===== config.mk =====
export PLATFORM = sky130hd
export DESIGN_NAME = xor_copy_engine
export DESIGN_NICKNAME = d
export VERILOG_FILES = /design/src/rtl/xce_pkg.sv /design/src/rtl/xce_regs.sv /design/src/rtl/xce_core.sv /design/src/rtl/xor_copy_engine.sv
export SDC_FILE = /design/constraint.sdc
export NUM_CORES = 2
export LEC_CHECK = 0
export ABC_AREA = 1
export BUFFER_PORTS_ARGS = -buffer_cell sky130_fd_sc_hd__buf_2
export CAP_MARGIN = 25
export CORE_UTILIZATION = 56
export DETAILED_ROUTE_END_ITERATION = 12
export PLACE_DENSITY = 0.82
export SYNTH_ARGS = -nofsm -noshare
export SYNTH_HDL_FRONTEND = slang
export SYNTH_HIERARCHICAL = 1
export SYNTH_SLANG_ARGS = --single-unit

===== constraint.sdc =====
create_clock -name clk -period 4.8 [get_ports clk]
set_clock_uncertainty 0.1 [all_clocks]
set_input_delay 0.96 -clock clk [delete_from_list [all_inputs] [get_ports clk]]
set_output_delay 0.96 -clock clk [all_outputs]
set_load 0.005 [all_outputs]

===== src/rtl/xce_pkg.sv =====
// Shared constants and types for the descriptor-chained XOR/copy/fill engine.
// Assumes 32-bit words and byte addresses aligned to 4.
package xce_pkg;
    localparam int DW = 32;

    // Mode encodings held in configuration bits [2:0]
    localparam logic [2:0] MODE_COPY = 3'd0;
    localparam logic [2:0] MODE_XOR  = 3'd1;
    localparam logic [2:0] MODE_FILL = 3'd4;

    // Word offsets inside a descriptor
    localparam int OFS_STATUS = 0;
    localparam int OFS_CMD    = 1;
    localparam int OFS_COUNT  = 2;
    localparam int OFS_DEST   = 3;
    localparam int OFS_NEXT   = 4;
    localparam int OFS_SRC    = 5;

    // Register indices
    localparam logic [2:0] REG_CFG   = 3'd0;
    localparam logic [2:0] REG_CTRL  = 3'd1;
    localparam logic [2:0] REG_PTR   = 3'd2;
    localparam logic [2:0] REG_CUR   = 3'd3;
    localparam logic [2:0] REG_FDST  = 3'd4;
    localparam logic [2:0] REG_FSIZE = 3'd5;
    localparam logic [2:0] REG_FLO   = 3'd6;
    localparam logic [2:0] REG_FHI   = 3'd7;

    typedef enum logic [2:0] {
        ST_IDLE, ST_LINK, ST_FETCH, ST_SRC, ST_DST, ST_STAT, ST_FILL
    } xce_state_e;
endpackage


===== src/rtl/xce_regs.sv =====
// Register file for the engine: configuration, control/state, descriptor
// pointer, current-descriptor readback and fill parameters.
// Assumes a single write port and a combinational read port.
module xce_regs
    import xce_pkg::*;
(
    input  logic          clk,
    input  logic          rst_n,
    input  logic          we,
    input  logic [2:0]    waddr,
    input  logic [DW-1:0] wdata,
    input  logic [2:0]    raddr,
    output logic [DW-1:0] rdata,
    input  logic          busy,
    input  logic [DW-1:0] curr,
    input  logic          ptr_take,
    output logic          start,
    output logic [2:0]    mode,
    output logic [DW-1:0] ptr,
    output logic [DW-1:0] fill_dst,
    output logic [DW-1:0] fill_size,
    output logic [DW-1:0] fill_lo,
    output logic [DW-1:0] fill_hi
);
    logic [DW-1:0] cfg_q;

    assign mode  = cfg_q[2:0];
    // A start request is honoured only while the engine is idle
    assign start = we && (waddr == REG_CTRL) && wdata[0] && !busy;

    // Register writes; a consumed pointer is cleared
    always_ff @(posedge clk) begin
        if (!rst_n) begin
            cfg_q     <= '0;
            ptr       <= '0;
            fill_dst  <= '0;
            fill_size <= '0;
            fill_lo   <= '0;
            fill_hi   <= '0;
        end else begin
            if (ptr_take) ptr <= '0;
            if (we) begin
                case (waddr)
                    REG_CFG:   cfg_q     <= wdata;
                    REG_PTR:   ptr       <= wdata;
                    REG_FDST:  fill_dst  <= wdata;
                    REG_FSIZE: fill_size <= wdata;
                    REG_FLO:   fill_lo   <= wdata;
                    REG_FHI:   fill_hi   <= wdata;
                    default: ;
                endcase
            end
        end
    end

    // Read multiplexer
    always_comb begin
        case (raddr)
            REG_CFG:   rdata = cfg_q;
            REG_CTRL:  rdata = {26'd0, (busy ? 2'b01 : 2'b00), 4'd0};
            REG_PTR:   rdata = ptr;
            REG_CUR:   rdata = curr;
            REG_FDST:  rdata = fill_dst;
            REG_FSIZE: rdata = fill_size;
            REG_FLO:   rdata = fill_lo;
            default:   rdata = fill_hi;
        endcase
    end
endmodule


===== src/rtl/xce_core.sv =====
// Sequencer and data path: fetches descriptors, folds enabled sources into a
// one-word accumulator, writes destination words and status, follows links,
// and runs register-driven fill. Assumes one outstanding memory access.
module xce_core
    import xce_pkg::*;
#(
    parameter int NSRC      = 8,
    parameter int MIN_BYTES = 8,
    parameter int MAX_BYTES = 1024
) (
    input  logic          clk,
    input  logic          rst_n,
    input  logic          start,
    input  logic [2:0]    mode,
    input  logic [DW-1:0] ptr,
    input  logic [DW-1:0] fill_dst,
    input  logic [DW-1:0] fill_size,
    input  logic [DW-1:0] fill_lo,
    input  logic [DW-1:0] fill_hi,
    output logic          ptr_take,
    output logic          busy,
    output logic [DW-1:0] curr,
    output logic          mem_req,
    output logic          mem_we,
    output logic [DW-1:0] mem_addr,
    output logic [DW-1:0] mem_wdata,
    input  logic          mem_ack,
    input  logic [DW-1:0] mem_rdata,
    output logic          eod,
    output logic          eoc
);
    localparam int FETCH_LAST = OFS_SRC + NSRC - 1;
    localparam int FW         = $clog2(FETCH_LAST + 1);
    localparam int SW         = $clog2(NSRC);

    xce_state_e     st;
    logic [2:0]     mode_q;
    logic [DW-1:0]  dptr, count_q, dst_q, nxt_q, acc;
    logic [DW-1:0]  src_q [NSRC];
    logic [NSRC-1:0] cmd_q;
    logic [FW-1:0]  widx;
    logic [SW-1:0]  si;
    logic [29:0]    word_q;
    logic           err_q, src_en, last_word;

    function automatic logic bad_len(input logic [DW-1:0] c);
        return (c < DW'(MIN_BYTES)) || (c > DW'(MAX_BYTES)) || (c[1:0] != 2'b00);
    endfunction

    assign busy      = (st != ST_IDLE);
    assign last_word = (word_q == (count_q[31:2] - 30'd1));
    assign src_en    = (mode_q == MODE_XOR) ? cmd_q[si] : (si == '0);
    assign ptr_take  = (st == ST_IDLE) && start && (mode != MODE_FILL) && (ptr != '0);

    // Memory access generated by the current state
    always_comb begin
        mem_req   = 1'b0;
        mem_we    = 1'b0;
        mem_addr  = '0;
        mem_wdata = '0;
        case (st)
            ST_LINK:  begin mem_req = 1'b1; mem_addr = curr + DW'(OFS_NEXT * 4); end
            ST_FETCH: begin mem_req = 1'b1; mem_addr = dptr + (DW'(widx) << 2); end
            ST_SRC:   begin mem_req = src_en; mem_addr = src_q[si] + {word_q, 2'b00}; end
            ST_DST:   begin mem_req = 1'b1; mem_we = 1'b1;
                            mem_addr = dst_q + {word_q, 2'b00}; mem_wdata = acc; end
            ST_STAT:  begin mem_req = 1'b1; mem_we = 1'b1; mem_addr = dptr;
                            mem_wdata = {1'b0, err_q, 30'd0}; end
            ST_FILL:  begin mem_req = 1'b1; mem_we = 1'b1;
                            mem_addr = dst_q + {word_q, 2'b00};
                            mem_wdata = word_q[0] ? fill_hi : fill_lo; end
            default: ;
        endcase
    end

    // Sequencer: state, descriptor fields, accumulator and pulses
    always_ff @(posedge clk) begin
        if (!rst_n) begin
            st <= ST_IDLE; mode_q <= MODE_COPY; dptr <= '0; curr <= '0;
            count_q <= '0; dst_q <= '0; nxt_q <= '0; acc <= '0; cmd_q <= '0;
            widx <= '0; si <= '0; word_q <= '0; err_q <= 1'b0;
            eod <= 1'b0; eoc <= 1'b0;
            for (int i = 0; i < NSRC; i++) src_q[i] <= '0;
        end else begin
            eod <= 1'b0;
            eoc <= 1'b0;
            case (st)
                ST_IDLE: if (start) begin
                    mode_q <= mode; word_q <= '0; si <= '0; acc <= '0;
                    if (mode == MODE_FILL) begin
                        dst_q <= fill_dst; count_q <= fill_size;
                        if (bad_len(fill_size)) eoc <= 1'b1;
                        else st <= ST_FILL;
                    end else if (ptr != '0) begin
                        dptr <= ptr; curr <= ptr; widx <= FW'(OFS_CMD); st <= ST_FETCH;
                    end else if (curr != '0) begin
                        st <= ST_LINK;
                    end
                end
                ST_LINK: if (mem_ack) begin
                    if (mem_rdata != '0) begin
                        dptr <= mem_rdata; curr <= mem_rdata;
                        widx <= FW'(OFS_CMD); st <= ST_FETCH;
                    end else st <= ST_IDLE;
                end
                ST_FETCH: if (mem_ack) begin
                    if (widx == FW'(OFS_CMD))        cmd_q   <= mem_rdata[NSRC-1:0];
                    else if (widx == FW'(OFS_COUNT)) count_q <= mem_rdata;
                    else if (widx == FW'(OFS_DEST))  dst_q   <= mem_rdata;
                    else if (widx == FW'(OFS_NEXT))  nxt_q   <= mem_rdata;
                    else src_q[SW'(widx - FW'(OFS_SRC))] <= mem_rdata;
                    if (widx == FW'(FETCH_LAST)) begin
                        word_q <= '0; si <= '0; acc <= '0;
                        if (bad_len(count_q)) begin err_q <= 1'b1; st <= ST_STAT; end
                        else st <= ST_SRC;
                    end else widx <= widx + 1'b1;
                end
                ST_SRC: if (!src_en || mem_ack) begin
                    if (src_en) acc <= acc ^ mem_rdata;
                    if (si == SW'(NSRC - 1)) st <= ST_DST;
                    else si <= si + 1'b1;
                end
                ST_DST: if (mem_ack) begin
                    acc <= '0; si <= '0;
                    if (last_word) st <= ST_STAT;
                    else begin word_q <= word_q + 30'd1; st <= ST_SRC; end
                end
                ST_STAT: if (mem_ack) begin
                    eod <= 1'b1; err_q <= 1'b0;
                    if (nxt_q != '0) begin
                        dptr <= nxt_q; curr <= nxt_q; widx <= FW'(OFS_CMD); st <= ST_FETCH;
                    end else begin
                        eoc <= 1'b1; st <= ST_IDLE;
                    end
                end
                ST_FILL: if (mem_ack) begin
                    if (last_word) begin eoc <= 1'b1; st <= ST_IDLE; end
                    else word_q <= word_q + 30'd1;
                end
                default: st <= ST_IDLE;
            endcase
        end
    end

    // a start request from the register file only reaches an idle sequencer
    a_r3_start_only_idle: assert property (@(posedge clk) disable iff (!rst_n)
        start |-> (st == ST_IDLE));
    // an idle engine issues no memory traffic
    a_r1_idle_quiet: assert property (@(posedge clk) disable iff (!rst_n)
        !busy |-> !mem_req);
    // an unacknowledged request holds address and direction
    a_r13_hold_req: assert property (@(posedge clk) disable iff (!rst_n)
        (mem_req && !mem_ack) |=> (mem_req && $stable(mem_addr) && $stable(mem_we)));
    // end-of-chain leaves the engine idle
    a_r8_eoc_idle: assert property (@(posedge clk) disable iff (!rst_n)
        eoc |-> !busy);
    // status write-back targets the current descriptor and releases ownership
    a_r7_status_release: assert property (@(posedge clk) disable iff (!rst_n)
        (st == ST_STAT && mem_req) |-> (mem_addr == curr && !mem_wdata[31]));
    // fill never reads memory
    a_r10_fill_no_read: assert property (@(posedge clk) disable iff (!rst_n)
        (st == ST_FILL) |-> mem_we);
endmodule


===== src/rtl/xor_copy_engine.sv =====
// Top level of the single-channel descriptor-chained XOR/copy/fill engine.
// Connects the register file to the sequencer; no logic of its own.
module xor_copy_engine
    import xce_pkg::*;
#(
    parameter int NSRC      = 8,
    parameter int MIN_BYTES = 8,
    parameter int MAX_BYTES = 1024
) (
    input  logic        clk,
    input  logic        rst_n,
    input  logic        reg_we,
    input  logic [2:0]  reg_waddr,
    input  logic [31:0] reg_wdata,
    input  logic [2:0]  reg_raddr,
    output logic [31:0] reg_rdata,
    output logic        mem_req,
    output logic        mem_we,
    output logic [31:0] mem_addr,
    output logic [31:0] mem_wdata,
    input  logic        mem_ack,
    input  logic [31:0] mem_rdata,
    output logic        eod_pulse,
    output logic        eoc_pulse
);
    logic          start, ptr_take, busy;
    logic [2:0]    mode;
    logic [DW-1:0] ptr, curr, fill_dst, fill_size, fill_lo, fill_hi;

    xce_regs u_regs (
        .clk(clk), .rst_n(rst_n), .we(reg_we), .waddr(reg_waddr), .wdata(reg_wdata),
        .raddr(reg_raddr), .rdata(reg_rdata), .busy(busy), .curr(curr),
        .ptr_take(ptr_take), .start(start), .mode(mode), .ptr(ptr),
        .fill_dst(fill_dst), .fill_size(fill_size), .fill_lo(fill_lo), .fill_hi(fill_hi)
    );

    xce_core #(.NSRC(NSRC), .MIN_BYTES(MIN_BYTES), .MAX_BYTES(MAX_BYTES)) u_core (
        .clk(clk), .rst_n(rst_n), .start(start), .mode(mode), .ptr(ptr),
        .fill_dst(fill_dst), .fill_size(fill_size), .fill_lo(fill_lo), .fill_hi(fill_hi),
        .ptr_take(ptr_take), .busy(busy), .curr(curr),
        .mem_req(mem_req), .mem_we(mem_we), .mem_addr(mem_addr), .mem_wdata(mem_wdata),
        .mem_ack(mem_ack), .mem_rdata(mem_rdata), .eod(eod_pulse), .eoc(eoc_pulse)
    );
endmodule


==> parameters.txt <==
Parameter                              Value

Floorplanning
  Die Span X    255 microns
  Chip height    255 microns
  Number of I/O pins    174
  Area of the core    63300 sq um
  Die Footprint    65300 sq um
  Starting density of the core    56.8%
  Placement Rows    92

Critical path
  Worst flop-to-flop path endpoint    u_core/word_q[23]
  Path depth of the worst reg2reg path    17
  Most common cell type on the critical path    o211ai_1
  Critical Path Source Type    register
  Worst endpoint required time    3.74 ns
  Critical path class    register to output port
  Critical-path top delay cell    dfxtp_4
  Family with the most delay on the worst path    compound AO/OA/AOI/OAI gates
  Crit path depth    18
  Worst-path cell chain    buf_6, inv_8, buf_16, nor2_1, o22ai_2, o211ai_1, nand2_2, ha_4, nand2_1, nor2_1, inv_1, o211ai_1, a21oi_2, o21ai_2, or2_4, nand3_2, o211ai_1, buf_2
  Reg2reg setup slack    0.75 ns
  Crit-path max cell delay    0.43 ns
  Type of destination of the critical path    output port
  Arrival time at the worst endpoint    4.01 ns
  Crit-path max FO    17
  CP bufs+invs    5
  Start of the worst register-to-register path    u_core/st[0]

Place
  HPWL after DPL    106 mm
  GPL Wtd Cong    1.03
  Number of port buffers    173

Yosys
  Share of synthesized flip-flops with an asynchronous set or reset    0%
  Warning count from the yosys run    6
  Post-synthesis average cell area    7.27 sq um
  Number of nets in the synthesized netlist    5066
  Mapped Cells    4946
  Commonest register cell after synthesis    dfxtp_1
  Number of synthesized flops with an enable pin    256
  Yosys cell types    59
  Cell Area, Synth    36000 sq um
  Fraction of the yosys area taken by sequential cells    44.1%
  Synthesis-stage register bit count    665

Clock tree
  Library cell used as clock root buffer    clkbuf_16
  Clock sinks    665
  Cts bufs inserted    71
  Longest Clk Path Bufs    3
  Hold buffer count at CTS    0
  Clock tree from TritonCTS    done
  Clock latency on the worst-skew pair    0.64 ns
  Total number of H-tree levels    3
  CTS clock-pin slew for the worst setup and hold paths    0.06 ns

Layout
  Most frequent cells in the layout    1014 x nor2_1, 797 x nand2_1, 529 x o21ai_0, 407 x dfxtp_1, 289 x inv_1
  Synthesis-to-finish area growth    15.2%
  Share of cells above drive strength 1    12.8%
  Most common cell after layout, fill and taps aside    nor2_1
  Nets    5167

Min path
  Type of the tightest min-delay check    register to register
  Beginning of the worst hold path    u_core/count_q[1]
  Worst Hold Path Cells    2
  Endpoint, Worst Hold    u_core/count_q[1]

Flow run
  Total of max-cap violations    0

Power
  Clock network fraction of total power    24.4%
  Part of the power in registers    31.2%
  Net load switching power    0.00978 W
  Leakage dissipation    16.6 nW
  Power density cells    543 nW/um^2
  Cell-internal power    0.0127 W
  Share of total power consumed by net switching    43.5%
  Combinational share of power    44.3%
  Peak supply drop    374 uV

GRT
  Antenna violations before repair    4
  Maximum number of pins on one net before global-route repair    156
  Overflow after GRT    0
  Wire length of the first global-routing pass    221 mm
  Vias in the first global route    34200
  Total GRT Usage    45.1%

Routing
  Number of detailed-route iterations in the first pass    8
  Average wire per standard cell    26.2 microns
  Total Routed Length    156 mm
  Number of remaining DRC errors    0
  Number of routed nets with antenna violations    0
  First-iteration detailed-routing DRC count    6504
  Vias per std cell    6.45
  Via count of the routed design    38400

STA
  Crit path setup slack, layout    -0.270 ns
  Setup violations, final    16
  Final min period    5.07 ns
  Rel. slew slack    26.0%
  Worst slack on hold paths    0.356 ns
  Upper clock frequency limit    197 MHz
  Count of final max-slew check failures    0
  Hold Vio Cnt, Final    0
  Setup repair after global routing missed its margin    true
  Setup total negative slack    -2.16 ns
  Share of the clock period used by the worst path    106%
  Transition time at the pin with the least slew margin    1.11 ns

Run status
  Outcome    complete, but fails checks
  Failing checks    setup timing
[through the flow]
step	cells	utilization (%)	total power, W	instance area, sq um	worst slack, ns
2_1_floorplan	4946	-	0.0120	36000	0.236
3_3_place_gp	5780	59.5	0.0150	37700	0.274
3_5_place_dp	5780	59.5	0.0152	37700	0.235
4_1_cts	5919	63.9	0.0210	40500	-0.149
5_1_grt	5951	65.4	0.0232	41400	-0.360
6_report	5952	65.4	0.0225	41400	-0.270
[final cells by class]
cell class	instances	area [sq um]
antenna	1	2.50
fill	5441	21900
sequential	665	15900
inverter	342	1300
clock inverter	30	279
clock buffer	101	2050
multi-input combinational	3625	18300
timing repair buffer	341	2530
timing repair inverter	1	11.3
tap	846	1060
[layer usage]
layer / vias to the layer above / GRT usage (%) / wire [microns]
met5: - / 0 / 30
met4: 6 / 31.1 / 13200
met3: 667 / 14.1 / 23300
met2: 3169 / 65.2 / 63900
met1: 17600 / 57.3 / 55500
li1: 17000 / - / -
[tightest hold or removal path: stages, from the launching register on]
cell     delay [ns]
dfxtp_1        0.31
inv_1          0.05
a21oi_1        0.05
[power by group through the flow]
stage               registers [W]  logic [W]  clock network, W
floorplan                 0.00675    0.00524                 0
global placement          0.00705    0.00799                 0
detailed placement        0.00706    0.00811                 0
CTS                       0.00695    0.00856           0.00546
global route              0.00703     0.0105           0.00567
finish                    0.00702    0.00997           0.00549
[timing repair]
action	in CTS	in global routing
pin swaps	22	65
resized for setup	77	166
setup endpoints to repair	21	22
setup buffers	6	21
cloned	2	11
[sequential cells by signal, summed over array words and instances (netlist names), named ones only]
register	count
u_regs/fill_hi	32
u_core/dptr	32
u_regs/cfg_q	32
u_core/eod	1
u_core/nxt_q	32
u_core/count_q	32
u_core/acc	32
u_core/st	3
u_core/word_q	30
u_core/cmd_q	8
u_core/eoc	1
u_core/si	3
u_regs/fill_lo	32
u_core/mode_q	3
u_regs/fill_dst	32
u_core/err_q	1
u_core/widx	4
u_core/src_q	256
u_core/dst_q	32
u_regs/ptr	32
u_regs/fill_size	32
[Yosys cell counts (21+ instances only)]
cell type / count / share of area (%)
ha_1: 44 / 1.5
o22ai_1: 26 / 0.45
xor2_1: 54 / 1.3
a22o_1: 31 / 0.75
o211ai_1: 32 / 0.67
buf_2: 46 / 0.64
inv_1: 297 / 3.1
xnor2_1: 21 / 0.51
o21ai_0: 581 / 8.1
nor2_1: 1027 / 11
nor3_1: 47 / 0.65
nand4_1: 127 / 2.2
clkbuf_1: 246 / 2.6
a31oi_1: 58 / 1.0
o221ai_1: 49 / 1.2
a22oi_1: 22 / 0.46
nand3_1: 271 / 3.8
edfxtp_1: 256 / 21
nand2_1: 821 / 8.6
clkinv_1: 31 / 0.32
a21oi_1: 253 / 3.5
dfxtp_1: 409 / 23
nor4_1: 46 / 0.80
[worst max path at each step]
stage / startpoint / end / slack (ns)
floorplan: register / mem_addr[28] / 0.24
global placement: register / mem_addr[23] / 0.27
detailed placement: register / mem_addr[26] / 0.24
CTS: register / mem_addr[30] / -0.15
global route: register / mem_addr[28] / -0.36
finish: register / mem_addr[26] / -0.27
[kinds of logic after synthesis]
family	share of synthesized area, %
DFF	44.1
xor gates and xnor gates	1.89
and+or+nand+nor	28.0
AOI/OAI and AO/OA	17.2
buffers and inverters	7.14
adders and majority gates	1.64
No activity file was read; power rests on OpenSTA's default activity.
